===== config.mk =====
export PLATFORM = sky130hd
export DESIGN_NAME = cmdstat_port
export DESIGN_NICKNAME = d
export VERILOG_FILES = /design/src/rtl/cmdstat_pkg.sv /design/src/rtl/cmd_decode.sv /design/src/rtl/busy_timer.sv /design/src/rtl/intr_ctrl.sv /design/src/rtl/path_ctrl.sv /design/src/rtl/cmdstat_port.sv
export SDC_FILE = /design/constraint.sdc
export NUM_CORES = 1
export LEC_CHECK = 0
export CORE_ASPECT_RATIO = 2
export CORE_UTILIZATION = 29
export DETAILED_ROUTE_END_ITERATION = 12
export SYNTH_ARGS = -nofsm -noshare
export SYNTH_HDL_FRONTEND = slang
export SYNTH_SLANG_ARGS = --single-unit

===== constraint.sdc =====
create_clock -name clk -period 3.7 [get_ports clk]
set_input_delay 0.555 -clock clk [delete_from_list [all_inputs] [get_ports clk]]
set_output_delay 0.555 -clock clk [all_outputs]
set_load 0.01 [all_outputs]

===== src/rtl/cmdstat_pkg.sv =====
package cmdstat_pkg;
  localparam int CMD_W   = 16;
  localparam int OPC_W   = 5;
  localparam int ARG_W   = 11;
  localparam int WIN_W   = 3;
  localparam int CAUSE_W = 8;
  localparam int CAUSE_REQ = 6;

  typedef enum logic [OPC_W-1:0] {
    OP_GLOBAL_RST = 5'd0,
    OP_WIN_SEL    = 5'd1,
    OP_RX_OFF     = 5'd3,
    OP_RX_ON      = 5'd4,
    OP_RX_RST     = 5'd5,
    OP_TX_ON      = 5'd9,
    OP_TX_OFF     = 5'd10,
    OP_TX_RST     = 5'd11,
    OP_IRQ_REQ    = 5'd12,
    OP_IRQ_ACK    = 5'd13,
    OP_IRQ_MASK   = 5'd14
  } opcode_e;

  typedef struct packed {
    logic glob_rst;
    logic win_sel;
    logic rx_off;
    logic rx_on;
    logic rx_rst;
    logic tx_on;
    logic tx_off;
    logic tx_rst;
    logic irq_req;
    logic irq_ack;
    logic irq_mask;
  } cmd_vec_t;
endpackage


===== src/rtl/cmd_decode.sv =====
module cmd_decode
  import cmdstat_pkg::*;
(
  input  logic             we_i,
  input  logic             busy_i,
  input  logic [CMD_W-1:0] word_i,
  output cmd_vec_t         cmd_o,
  output logic             known_o,
  output logic             starts_busy_o
);
  logic [OPC_W-1:0] opc;
  cmd_vec_t         raw;
  logic             accept;

  assign opc    = word_i[CMD_W-1 -: OPC_W];
  assign accept = we_i & ~busy_i;

  always_comb begin
    raw = '0;
    case (opc)
      OP_GLOBAL_RST: raw.glob_rst = 1'b1;
      OP_WIN_SEL:    raw.win_sel  = 1'b1;
      OP_RX_OFF:     raw.rx_off   = 1'b1;
      OP_RX_ON:      raw.rx_on    = 1'b1;
      OP_RX_RST:     raw.rx_rst   = 1'b1;
      OP_TX_ON:      raw.tx_on    = 1'b1;
      OP_TX_OFF:     raw.tx_off   = 1'b1;
      OP_TX_RST:     raw.tx_rst   = 1'b1;
      OP_IRQ_REQ:    raw.irq_req  = 1'b1;
      OP_IRQ_ACK:    raw.irq_ack  = 1'b1;
      OP_IRQ_MASK:   raw.irq_mask = 1'b1;
      default:       raw = '0;
    endcase
  end

  assign known_o       = |raw;
  assign cmd_o         = accept ? raw : '0;
  assign starts_busy_o = cmd_o.glob_rst | cmd_o.rx_rst | cmd_o.tx_rst;
endmodule


===== src/rtl/busy_timer.sv =====
module busy_timer #(
  parameter int BUSY_CYCLES = 6
) (
  input  logic clk,
  input  logic rst_n,
  input  logic start_i,
  output logic busy_o
);
  localparam int CNT_W = $clog2(BUSY_CYCLES + 1);
  localparam logic [CNT_W-1:0] CNT_LOAD = CNT_W'(BUSY_CYCLES);

  logic [CNT_W-1:0] cnt_q, cnt_d;
  logic             cnt_en;

  always_comb begin
    cnt_en = start_i | (cnt_q != '0);
    cnt_d  = start_i ? CNT_LOAD : (cnt_q - 1'b1);
  end

  always_ff @(posedge clk or negedge rst_n) begin
    if (!rst_n)      cnt_q <= '0;
    else if (cnt_en) cnt_q <= cnt_d;
  end

  assign busy_o = (cnt_q != '0);

  AST_BUSY_LOAD: assert property (@(posedge clk) disable iff (!rst_n)
    start_i |=> busy_o);
endmodule


===== src/rtl/intr_ctrl.sv =====
module intr_ctrl
  import cmdstat_pkg::*;
(
  input  logic               clk,
  input  logic               rst_n,
  input  logic               clr_all_i,
  input  logic               ack_i,
  input  logic               req_i,
  input  logic               mask_we_i,
  input  logic [CAUSE_W-1:0] arg_i,
  input  logic [CAUSE_W-1:1] evt_i,
  output logic [CAUSE_W-1:0] cause_o,
  output logic               irq_o
);
  logic [CAUSE_W-1:0] cause_q, cause_d;
  logic [CAUSE_W-1:1] set_vec;
  logic [CAUSE_W-1:1] mask_q, mask_d;
  logic               cause_en, mask_en;

  for (genvar i = 1; i < CAUSE_W; i++) begin : g_cause
    if (i == CAUSE_REQ) begin : g_req
      assign set_vec[i] = evt_i[i] | req_i;
    end else begin : g_evt
      assign set_vec[i] = evt_i[i];
    end
    assign cause_d[i] = ~clr_all_i &
                        (set_vec[i] | (cause_q[i] & ~(ack_i & arg_i[i])));
  end

  assign cause_d[0] = ~clr_all_i &
                      ((|set_vec) | (cause_q[0] & ~(ack_i & arg_i[0])));

  always_comb begin
    cause_en = clr_all_i | ack_i | (|set_vec);
    mask_en  = clr_all_i | mask_we_i;
    mask_d   = clr_all_i ? '0 : arg_i[CAUSE_W-1:1];
  end

  always_ff @(posedge clk or negedge rst_n) begin
    if (!rst_n) begin
      cause_q <= '0;
      mask_q  <= '0;
    end else begin
      if (cause_en) cause_q <= cause_d;
      if (mask_en)  mask_q  <= mask_d;
    end
  end

  assign cause_o = cause_q;
  assign irq_o   = |(cause_q[CAUSE_W-1:1] & mask_q);

  AST_ACK_CLEARS: assert property (@(posedge clk) disable iff (!rst_n)
    (ack_i && !clr_all_i && set_vec == '0) |=> ((cause_q & $past(arg_i)) == '0));
  AST_EVT_LATCH: assert property (@(posedge clk) disable iff (!rst_n)
    (!clr_all_i && set_vec != '0) |=> cause_q[0]);
  AST_CLR_ALL: assert property (@(posedge clk) disable iff (!rst_n)
    clr_all_i |=> (cause_q == '0 && !irq_o));
endmodule


===== src/rtl/path_ctrl.sv =====
module path_ctrl
  import cmdstat_pkg::*;
(
  input  logic             clk,
  input  logic             rst_n,
  input  cmd_vec_t         cmd_i,
  input  logic [WIN_W-1:0] win_arg_i,
  output logic [WIN_W-1:0] window_o,
  output logic             rx_en_o,
  output logic             tx_en_o,
  output logic             rx_rst_o,
  output logic             tx_rst_o,
  output logic             glob_rst_o
);
  logic [WIN_W-1:0] win_q, win_d;
  logic             rx_q, rx_d, tx_q, tx_d;
  logic             win_en, rx_en, tx_en;
  logic             rxs_q, txs_q, gs_q;

  always_comb begin
    win_en = cmd_i.glob_rst | cmd_i.win_sel;
    win_d  = cmd_i.glob_rst ? '0 : win_arg_i;
    rx_en  = cmd_i.glob_rst | cmd_i.rx_on | cmd_i.rx_off | cmd_i.rx_rst;
    rx_d   = cmd_i.rx_on & ~cmd_i.glob_rst;
    tx_en  = cmd_i.glob_rst | cmd_i.tx_on | cmd_i.tx_off | cmd_i.tx_rst;
    tx_d   = cmd_i.tx_on & ~cmd_i.glob_rst;
  end

  always_ff @(posedge clk or negedge rst_n) begin
    if (!rst_n) begin
      win_q <= '0;
      rx_q  <= 1'b0;
      tx_q  <= 1'b0;
      rxs_q <= 1'b0;
      txs_q <= 1'b0;
      gs_q  <= 1'b0;
    end else begin
      if (win_en) win_q <= win_d;
      if (rx_en)  rx_q  <= rx_d;
      if (tx_en)  tx_q  <= tx_d;
      rxs_q <= cmd_i.rx_rst;
      txs_q <= cmd_i.tx_rst;
      gs_q  <= cmd_i.glob_rst;
    end
  end

  assign window_o   = win_q;
  assign rx_en_o    = rx_q;
  assign tx_en_o    = tx_q;
  assign rx_rst_o   = rxs_q;
  assign tx_rst_o   = txs_q;
  assign glob_rst_o = gs_q;

  AST_RX_RST_OFF: assert property (@(posedge clk) disable iff (!rst_n)
    rx_rst_o |-> !rx_en_o);
  AST_TX_RST_OFF: assert property (@(posedge clk) disable iff (!rst_n)
    tx_rst_o |-> !tx_en_o);
  AST_GRST_CLEAN: assert property (@(posedge clk) disable iff (!rst_n)
    glob_rst_o |-> (window_o == '0 && !rx_en_o && !tx_en_o));
endmodule


===== src/rtl/cmdstat_port.sv =====
module cmdstat_port
  import cmdstat_pkg::*;
#(
  parameter int BUSY_CYCLES = 6
) (
  input  logic         clk,
  input  logic         rst_n,
  input  logic         cmd_we,
  input  logic [15:0]  cmd_data,
  input  logic [7:1]   evt_i,
  output logic [15:0]  status_o,
  output logic [2:0]   window_o,
  output logic         rx_en_o,
  output logic         tx_en_o,
  output logic         rx_rst_o,
  output logic         tx_rst_o,
  output logic         glob_rst_o,
  output logic         irq_o
);
  cmd_vec_t           cmd;
  logic               busy, known, start_busy;
  logic [CAUSE_W-1:0] cause;

  cmd_decode u_dec (
    .we_i          (cmd_we),
    .busy_i        (busy),
    .word_i        (cmd_data),
    .cmd_o         (cmd),
    .known_o       (known),
    .starts_busy_o (start_busy)
  );

  busy_timer #(.BUSY_CYCLES(BUSY_CYCLES)) u_busy (
    .clk     (clk),
    .rst_n   (rst_n),
    .start_i (start_busy),
    .busy_o  (busy)
  );

  intr_ctrl u_intr (
    .clk       (clk),
    .rst_n     (rst_n),
    .clr_all_i (cmd.glob_rst),
    .ack_i     (cmd.irq_ack),
    .req_i     (cmd.irq_req),
    .mask_we_i (cmd.irq_mask),
    .arg_i     (cmd_data[CAUSE_W-1:0]),
    .evt_i     (evt_i),
    .cause_o   (cause),
    .irq_o     (irq_o)
  );

  path_ctrl u_path (
    .clk        (clk),
    .rst_n      (rst_n),
    .cmd_i      (cmd),
    .win_arg_i  (cmd_data[WIN_W-1:0]),
    .window_o   (window_o),
    .rx_en_o    (rx_en_o),
    .tx_en_o    (tx_en_o),
    .rx_rst_o   (rx_rst_o),
    .tx_rst_o   (tx_rst_o),
    .glob_rst_o (glob_rst_o)
  );

  assign status_o = {window_o, busy, 4'b0000, cause};

  AST_UNKNOWN_NOP: assert property (@(posedge clk) disable iff (!rst_n)
    (cmd_we && !known && !busy) |=> (!status_o[12] && $stable(window_o)
                                     && $stable(rx_en_o) && $stable(tx_en_o)));
  AST_WIN_HOLD_BUSY: assert property (@(posedge clk) disable iff (!rst_n)
    busy |=> $stable(window_o));
  AST_ARG_HI_IGNORED: assert property (@(posedge clk) disable iff (!rst_n)
    (cmd.win_sel && cmd_data[ARG_W-1:WIN_W] != '0) |=> (window_o == $past(cmd_data[WIN_W-1:0])));
endmodule


== Yosys cells after proc, flatten, opt, wreduce, memory -nomap -nowiden ==
Index checks and enable logic that the tools add are counted.
Word-level totals
  bits in registers: 26
  input bits: 26
  output and inout bits: 25
  logic and storage cells: 99
Cells by class
  add/subtract/negate cells: 1
  eq/ne operators: 10
  mux-type cells: 15
  bitwise gates (word level): 60
  reductions and logical operators: 4
Operator list (number)
  $eq A5 B4 Y1 const B: 6
  $and A1 B1 Y1: 27
  $or A1 B1 Y1: 22
  $reduce_or A7 Y1: 2
  $mux W1: 11
  $mux W11: 1
  $eq A5 B3 Y1 const B: 2
  $not A1 Y1: 10
  $and A7 B7 Y7: 1
  $mux W7: 1
  $mux W3: 2
  $eq A5 B1 Y1 const B: 1
  $eq A5 B2 Y1 const B: 1
  $logic_not A5 Y1: 1
  $reduce_bool A3 Y1: 1
  $sub A3 B1 Y3 const B: 1

== Logic depth before layout (Yosys ltp) ==
Gate-level depths: netlist of the first run.
  word-level depth: 9
  depth in mapped cells: 10
  depth with buffers taken out: 7

== Modules after synthesis ==
From an unflattened synthesis of the first run, not the netlist that was laid out.
Unflattened totals
  cell total of the unflattened synthesis: 131
  area total of the unflattened synthesis: 1396.3 um2
By module, submodules not included
  intr_ctrl: instances 1, cells each 54, area an instance 666.9 um2, sequential area each 375.4 um2
  path_ctrl: instances 1, cells each 20, area an instance 276.5 um2, sequential area each 200.2 um2
  cmd_decode: instances 1, cells each 31, area an instance 205.2 um2, sequential area each 0.0 um2
  busy_timer: instances 1, cells each 17, area an instance 183.9 um2, sequential area each 75.1 um2
  cmdstat_port: instances 1, cells each 9, area an instance 63.8 um2, sequential area each 0.0 um2

== Worst setup path before layout of the first run ==
OpenSTA, ideal clock, no wires.
  kind: input-to-reg
  from: input port cmd_data[15]
  to: register u_path.tx_q (netlist: u_path.tx_en_o)
  setup time: 0.144 ns
  data arrival time: 1.832 ns
  path slack: 1.724 ns
  cell stages on the path: 8
  buffers on the path: 3
  cells stage by stage: nand4bb_1 > buf_4 > or2_1 > buf_6 > or3_1 > buf_6 > a21oi_2 > a211oi_1
Between the ends
  longest elaborated chain between the ends: 6
RTL lines
  from (decl): RTL line cmdstat_port.sv:9  | input logic [15:0] cmd_data,
  $eq A5 B4 Y1 / $logic_not A5 Y1 (equally long branches): RTL line cmd_decode.sv:20  | case (opc)
  $mux W1: RTL line cmd_decode.sv:20
  $mux W11 (*): RTL line cmd_decode.sv:37  | assign cmd_o = accept ? raw : '0;
  $or A1 B1 Y1 (3 in series): RTL line path_ctrl.sv:25  | tx_en = cmd_i.glob_rst | cmd_i.tx_on | cmd_i.tx_off | cmd_i.tx_rst;
  to (signal assigned): RTL line path_ctrl.sv:40  | if (tx_en) tx_q <= tx_d;
  to (decl): RTL line path_ctrl.sv:16  | logic rx_q, rx_d, tx_q, tx_d;
Every way passes the cells marked *; elsewhere a longest branch is shown, timed or not.
A chain may end at the register's enable or synchronous reset.

== Worst setup path in the final report of the first run ==
  from: input port cmd_data[11]
  to: register u_busy.cnt_q[1]
Between the ends
  longest elaborated chain between the ends: 6
RTL lines
  $eq A5 B3 Y1 / $logic_not A5 Y1 (equally long branches): RTL line cmd_decode.sv:20
  $mux W1: RTL line cmd_decode.sv:20
  $mux W11 (*): RTL line cmd_decode.sv:37
  $or A1 B1 Y1: RTL line cmd_decode.sv:38  | assign starts_busy_o = cmd_o.glob_rst | cmd_o.rx_rst | cmd_o.tx_rst;
  $or A1 B1 Y1 (*): RTL line cmd_decode.sv:38
  $mux W3 / $or A1 B1 Y1 (equally long branches): RTL line busy_timer.sv:17, busy_timer.sv:16
  to (signal assigned): RTL line busy_timer.sv:22  | else if (cnt_en) cnt_q <= cnt_d;
  to (decl): RTL line busy_timer.sv:12  | logic [CNT_W-1:0] cnt_q, cnt_d;
Marked as above.

==> results of run 1 <==
## registers in the layout (all words and copies together) (netlist names)
| register | flops |
|---|---|
| u_intr.cause_o | 8 |
| u_intr.mask_q | 7 |
| u_busy.cnt_q | 3 |
| u_path.window_o | 3 |
| u_path.glob_rst_o | 1 |
| u_path.rx_en_o | 1 |
| u_path.rx_rst_o | 1 |
| u_path.tx_en_o | 1 |
| u_path.tx_rst_o | 1 |
## synthesized netlist by cell type (all sizes together) (3+ instances only)
library cell  instances
clkbuf                3
buf                  14
a21oi                 5
nand3                 3
dfrtp                26
inv                   4
a22oi                 8
nand2                40
nor2                  9
nor4                  4
o21ai                13
nand4                 4
## final cells by class
type | instances | area share
Inverter | 4 | 0.00797
Clock buffer | 3 | 0.0219
Sequential cell | 26 | 0.346
Timing Repair Buffer | 45 | 0.237
Multi-Input combinational cell | 116 | 0.351
Tap cell | 55 | 0.0365
## kinds of logic after synthesis
group / Yosys count / share of synthesized area
simple gates: 74 / 0.268
xor+xnor: 2 / 0.0122
compound gates: 34 / 0.152
other cells: 1 / 0.00261
buf+inv: 21 / 0.0956
fa+ha+maj: 2 / 0.0174
flops: 26 / 0.452
## stage by stage
stage / power (mW) / setup slack [ns] / instance area [µm²] / utilization
3_5_place_dp: 0.635 / 1.08 / 1840 / 0.393
6_report: 0.784 / 1.37 / 1880 / 0.402
3_3_place_gp: 0.630 / 1.06 / 1840 / 0.393
5_1_grt: 0.838 / 1.20 / 1880 / 0.402
4_1_cts: 0.794 / 1.34 / 1880 / 0.402
2_1_floorplan: 0.525 / 1.72 / 1450 / -
## worst max-delay path by stage
| stage | startpoint | to | slack [ns] | cells past startpoint |
|---|---|---|---|---|
| floorplan | cmd_data[15] | u_path.tx_en_o | 1.72 | 8 |
| global placement | cmd_data[11] | u_busy.cnt_q[0] | 1.06 | 6 |
| detailed placement | cmd_data[11] | u_busy.cnt_q[0] | 1.08 | 6 |
| CTS | cmd_data[11] | u_busy.cnt_q[1] | 1.34 | 6 |
| global route | cmd_data[11] | u_busy.cnt_q[0] | 1.20 | 6 |
| finish | cmd_data[11] | u_busy.cnt_q[1] | 1.37 | 6 |
## per-layer routing
metal / routed length [µm] / vias up
li1: - / 611
met1: 1340 / 594
met2: 1860 / 44
met3: 137 / 8
met4: 72 / 0
met5: 0 / -
## critical path, cell delays in order
cell	delay [ns]
clkdlybuf4s50_1	0.68
inv_1	0.27
nor2_1	0.11
or4_1	0.48
a21oi_1	0.29
nand2b_1	0.15
## report_power, final
group	internal, mW	total, mW	switching, mW
Clock	0.0729	0.156	0.0835
Sequential	0.329	0.357	0.0278
Combinational	0.146	0.271	0.125
==> run summary, run 1 <==
Area Growth Syn to Fin: 30.9%
Slew of the pin with the lowest slew margin: 0.694 ns
Max Cap Viol: 0
Storage element area: 651 µm²
# DRC: 0
Width of the die: 51.8 µm
Clock latency on the worst-skew pair: 0.26 ns
Via Count: 1257
# fillers: 497
Dpl hpwl: 2700 µm
VDD IR max: 0.237 mV
Hold-fix buffers at CTS: 0
Status: complete, no violations
Setup crit start kind: input pin
Initial core utilization: 0.307
Routed Antenna Nets: 0
Fmax: 429 MHz
Library cells used by synthesis: 37
Drt first-iter violations: 25
Post-route clock skew: 0.00273 ns
Post-synth EDFFs: 0
Synth area leader: dfrtp_1
Final Hold Fails: 0
R2R depth: 8
RSZ-0062 raised after global routing: false
CTS H-Tree Depth: 1
First-pass DRT Iterations: 4
Flop2flop setup slack: 1.59 ns
Nets: 224
CTS tree: yes
Worst Hold Path EP: u_path.rx_en_o
RR Endpoint: u_path.tx_en_o
Post-CTS sizing: 0
N_diodes: 0
Number of clock sinks: 26
WL final: 3420 µm
Max Buffers Root-to-Sink: 2
Finished Layout Cells: 249
Chip height: 102 µm
Cell Area, Synth: 1440 µm²
Power Dens Cells: 416 nW/µm²
Initial antenna violation count: 0
Critical path class: in -> reg
Mean Syn Cell Area: 8.99 µm²
WP data required: 3.91 ns
Gr usage total: 0.144
Post-CTS Setup Repair Bufs: 0
Die ar.: 5260 µm²
Critical Path End Type: register
Global-route wire length before repair: 5750 µm
GR Util met1: 0.165
WHS: 0.504 ns
Multi-input logic area: 662 µm²
Post-synth ARST share: 1.00
DR vias/cell: 5.05
Worst hold path depth: 2
Vias in the first global route: 1255
Synth Flop Type: dfrtp_1
Leak: 0.775 nW
CP max FO: 13
Hold crit path type: reg -> reg
Worst min-delay path startpoint: u_path.rx_en_o
WL/cell: 13.7 µm
GPL Wtd Cong: 0.837
Top cells by area, synth: dfrtp_1, nand2_1, buf_4
GR peak layer: met2
Share of cells above drive strength 1: 0.0464
Worst reg2reg startpoint: u_busy.cnt_q[0]
Global routing usage on met3: 0.0150
Mapped Cells: 160
Sequential area share after synthesis: 0.452
Crit path time final: 2.33 ns
CTS clock-pin slew for the worst setup and hold paths: 0.09 ns
Commonest non-fill, non-tap cell in the layout: clkdlybuf4s50_1
Fin. max-slew vios: 0
Setup violators final: 0
Root Driver: clkbuf_8
Commonest non-fill, non-tap cells in the layout: clkdlybuf4s50_1, nand2_1, dfrtp_1, nor2_1
Worst endpoint data arrival time: 2.54 ns
Core area: 4690 µm²
Count of state elements after synthesis: 26
Final Cycle Share: 0.630
Yosys warning total: 0
Largest net degree at the start of global routing: 27
GR Util met2: 0.264
Remaining Overflow, GRT: 0
Placed insts: 246
Number of buffers created by CTS: 3
Slew headroom: 0.536
Ports: 51
Post-synth top area share: 0.452
Port bufs: 43
# rows: 35
Post-route setup TNS: 0 ns
(Power assumes the default switching activity.)
==> run 2: changes to the inputs <==
==> constraint.sdc (replaced) <==
create_clock -name clk -period 2.2 [get_ports clk]
set_input_delay 0.33 -clock clk [delete_from_list [all_inputs] [get_ports clk]]
set_output_delay 0.33 -clock clk [all_outputs]
set_load 0.01 [all_outputs]
==> run 2 against run 1 <==
  * Non-clock buffer count grew 13
  * Routed wire length rose by 7.4%
  * Register-to-register slack worse by 1.4 ns
  * Final cell count up 5.6%
  * Cell area up 6.0%
  * Utilization up 2.4 points
  * First-iteration DRC count is 52% higher
  * Hold slack worse by 0.070 ns
  * Global-route usage is 0.56 points higher
  * Count of clock-buffer cells in the layout increased by 1
  * Combinational power grew 75%
  * Power is 77% higher
==> run summary, run 2 (synthesized netlist as in run 1, its figures left out) <==
Setup crit start kind: register
Post-CTS Setup Repair Bufs: 0 (unchanged)
# fillers: 463 (-6.8%)
Remaining Overflow, GRT: 0 (unchanged)
N_diodes: 0 (unchanged)
Drt first-iter violations: 38 (+52%)
Max Cap Viol: 0 (unchanged)
Power Dens Cells: 694 nW/µm² (+67%)
Max Buffers Root-to-Sink: 2 (unchanged)
CTS tree: yes
Post-route setup TNS: 0 ns (unchanged)
Largest net degree at the start of global routing: 27 (unchanged)
Pint: 0.970 mW (+77%)
Vias in the first global route: 1325 (+5.6%)
Commonest non-fill, non-tap cell in the layout: clkdlybuf4s50_1
Status: complete, no violations
Switching power: 0.414 mW (+76%)
Largest register FFs: 8 (unchanged)
Commonest non-fill, non-tap cells in the layout: clkdlybuf4s50_1, nand2_1, dfrtp_1, buf_4, nor2_1
Core area: 4690 µm² (unchanged)
Global-route wire length before repair: 5930 µm (+3.0%)
CP max FO: 7 (-6)
Gr usage total: 0.150 (+0.00556)
WP data required: 2.35 ns (-1.56 ns)
Final Hold Fails: 0 (unchanged)
Routed Antenna Nets: 0 (unchanged)
First-pass DRT Iterations: 4 (unchanged)
Initial core utilization: 0.307 (unchanged)
Multi-input logic area: 663 µm² (+0.19%)
Ports: 51 (unchanged)
CP Cell Sequence: inv_1, ha_1, nand4bb_1, buf_4, or4b_1, nand2_1, o21ai_0
Levels on crit path: 7 (+1)
Crit-path max cell delay: 0.64 ns (-0.04 ns)
RSZ-0062 raised after global routing: false
Post-route clock skew: 0.00414 ns (+0.00141 ns)
Worst endpoint data arrival time: 2.19 ns (-0.35 ns)
Combinational share of power: 0.342 (-0.004)
Chip height: 102 µm (unchanged)
# rows: 35 (unchanged)
Total power: 1.38 mW (+77%)
Port bufs: 43 (unchanged)
Critical Path End Type: register
Hold crit path type: in -> async
Dpl hpwl: 2850 µm (+5.6%)
Final core occ: 0.426 (+0.0240)
Storage element area: 651 µm² (unchanged)
Fin. max-slew vios: 0 (unchanged)
CTS H-Tree Depth: 1 (unchanged)
Initial antenna violation count: 0 (unchanged)
Clock latency on the worst-skew pair: 0.27 ns (about the same)
Slowest library cell on the worst path: or4b_1
Leak: 0.846 nW (+9.2%)
Seq pwr share: 0.436 (-0.019)
Critical path class: reg -> reg
Fmax: 489 MHz
Clk pwr share: 0.222 (+0.023)
Setup violators final: 0 (unchanged)
Nets: 237 (+5.8%)
R2R depth: 7 (-1)
Final Cycle Share: 0.929
Crit-path leading delay family: simple AND/OR/NAND/NOR gates
# DRC: 0 (unchanged)
DR vias/cell: 4.97 (-1.6%)
Number of buffers created by CTS: 3 (unchanged)
Crit path time final: 2.04 ns
VDD IR max: 0.394 mV (+66%)
WL final: 3670 µm (+7.4%)
CP Buf/Inv Count: 2 (unchanged)
GPL Wtd Cong: 0.864 (+3.2%)
Share of cells above drive strength 1: 0.115 (+0.0690)
Die ar.: 5260 µm² (unchanged)
Net Sw Frac: 0.299 (-0.00170)
CTS clock-pin slew for the worst setup and hold paths: 0.09 ns (about the same)
Root Driver: clkbuf_8
Number of clock sinks: 26 (unchanged)
Via Count: 1307 (+4.0%)
Width of the die: 51.8 µm (unchanged)
Area Growth Syn to Fin: 38.7%
WL/cell: 14.0 µm (+1.7%)
==> run 2: changes by cell type in the layout (fill, tap and decap cells not counted) <==
cell,before,now
a21o_2,0,1
a21o_1,2,1
clkbuf_8,3,4
buf_4,2,15
==> run 2: power by group through the flow <==
stage,registers [mW],clock network [mW],logic [mW]
detailed placement,0.612,0,0.477
finish,0.603,0.308,0.474
floorplan,0.609,0,0.274
global route,0.612,0.338,0.524
global placement,0.610,0,0.466
CTS,0.603,0.318,0.480
==> run 2: stage by stage <==
stage	instances	cell area, µm²	hold WS (ns)	setup WS, ns
after floorplan	163	1450	0.0344	0.234
after global placement	259	1940	0.484	0.0372
after detailed placement	259	1940	0.486	0.0309
after CTS	263	1990	0.447	0.153
after global routing	263	2000	0.462	0.0312
final	263	2000	0.434	0.156
==> run 2: layout make-up <==
cell class | count | area share
repair buffers | 58 | 0.272
well taps | 55 | 0.0345
clock buffers | 4 | 0.0276
multi-input cells | 116 | 0.332
flip-flops and latches | 26 | 0.326
inverters | 4 | 0.00752
==> run 2: worst paths after layout <==
check                                 from  slack, ns                 to
min                                  rst_n       0.43  u_path.glob_rst_o
max reg2reg                u_busy.cnt_q[0]       0.16   u_intr.mask_q[3]
max                        u_busy.cnt_q[0]       0.16   u_intr.mask_q[3]
min in group clk            u_path.rx_en_o       0.51     u_path.rx_en_o
max in group asynchronous            rst_n       1.51   u_intr.mask_q[2]
min reg2reg                 u_path.rx_en_o       0.51     u_path.rx_en_o
==> run 2: repair_timing <==
item                       in CTS  in global routing
hold buffers                    0                  0
gates resized for setup         0                  1
setup endpoints to repair       0                  1
==> run 2: worst register-to-register path, delay by kind of cell (launching register included) <==
| family | cells | cell delay [ns] |
|---|---|---|
| AOI/OAI and AO/OA | 1 | 0.08 |
| adders and majority gates | 1 | 0.19 |
| buffers and inverters | 2 | 0.30 |
| DFF | 1 | 0.40 |
| and+or+nand+nor | 3 | 0.97 |
==> run 2: layer usage <==
metal	vias up	global-route usage	wire length [µm]
met5	-	0	0
met4	0	0.0374	25
met3	2	0.0225	178
met2	44	0.295	2060
met1	623	0.158	1410
li1	638	-	-
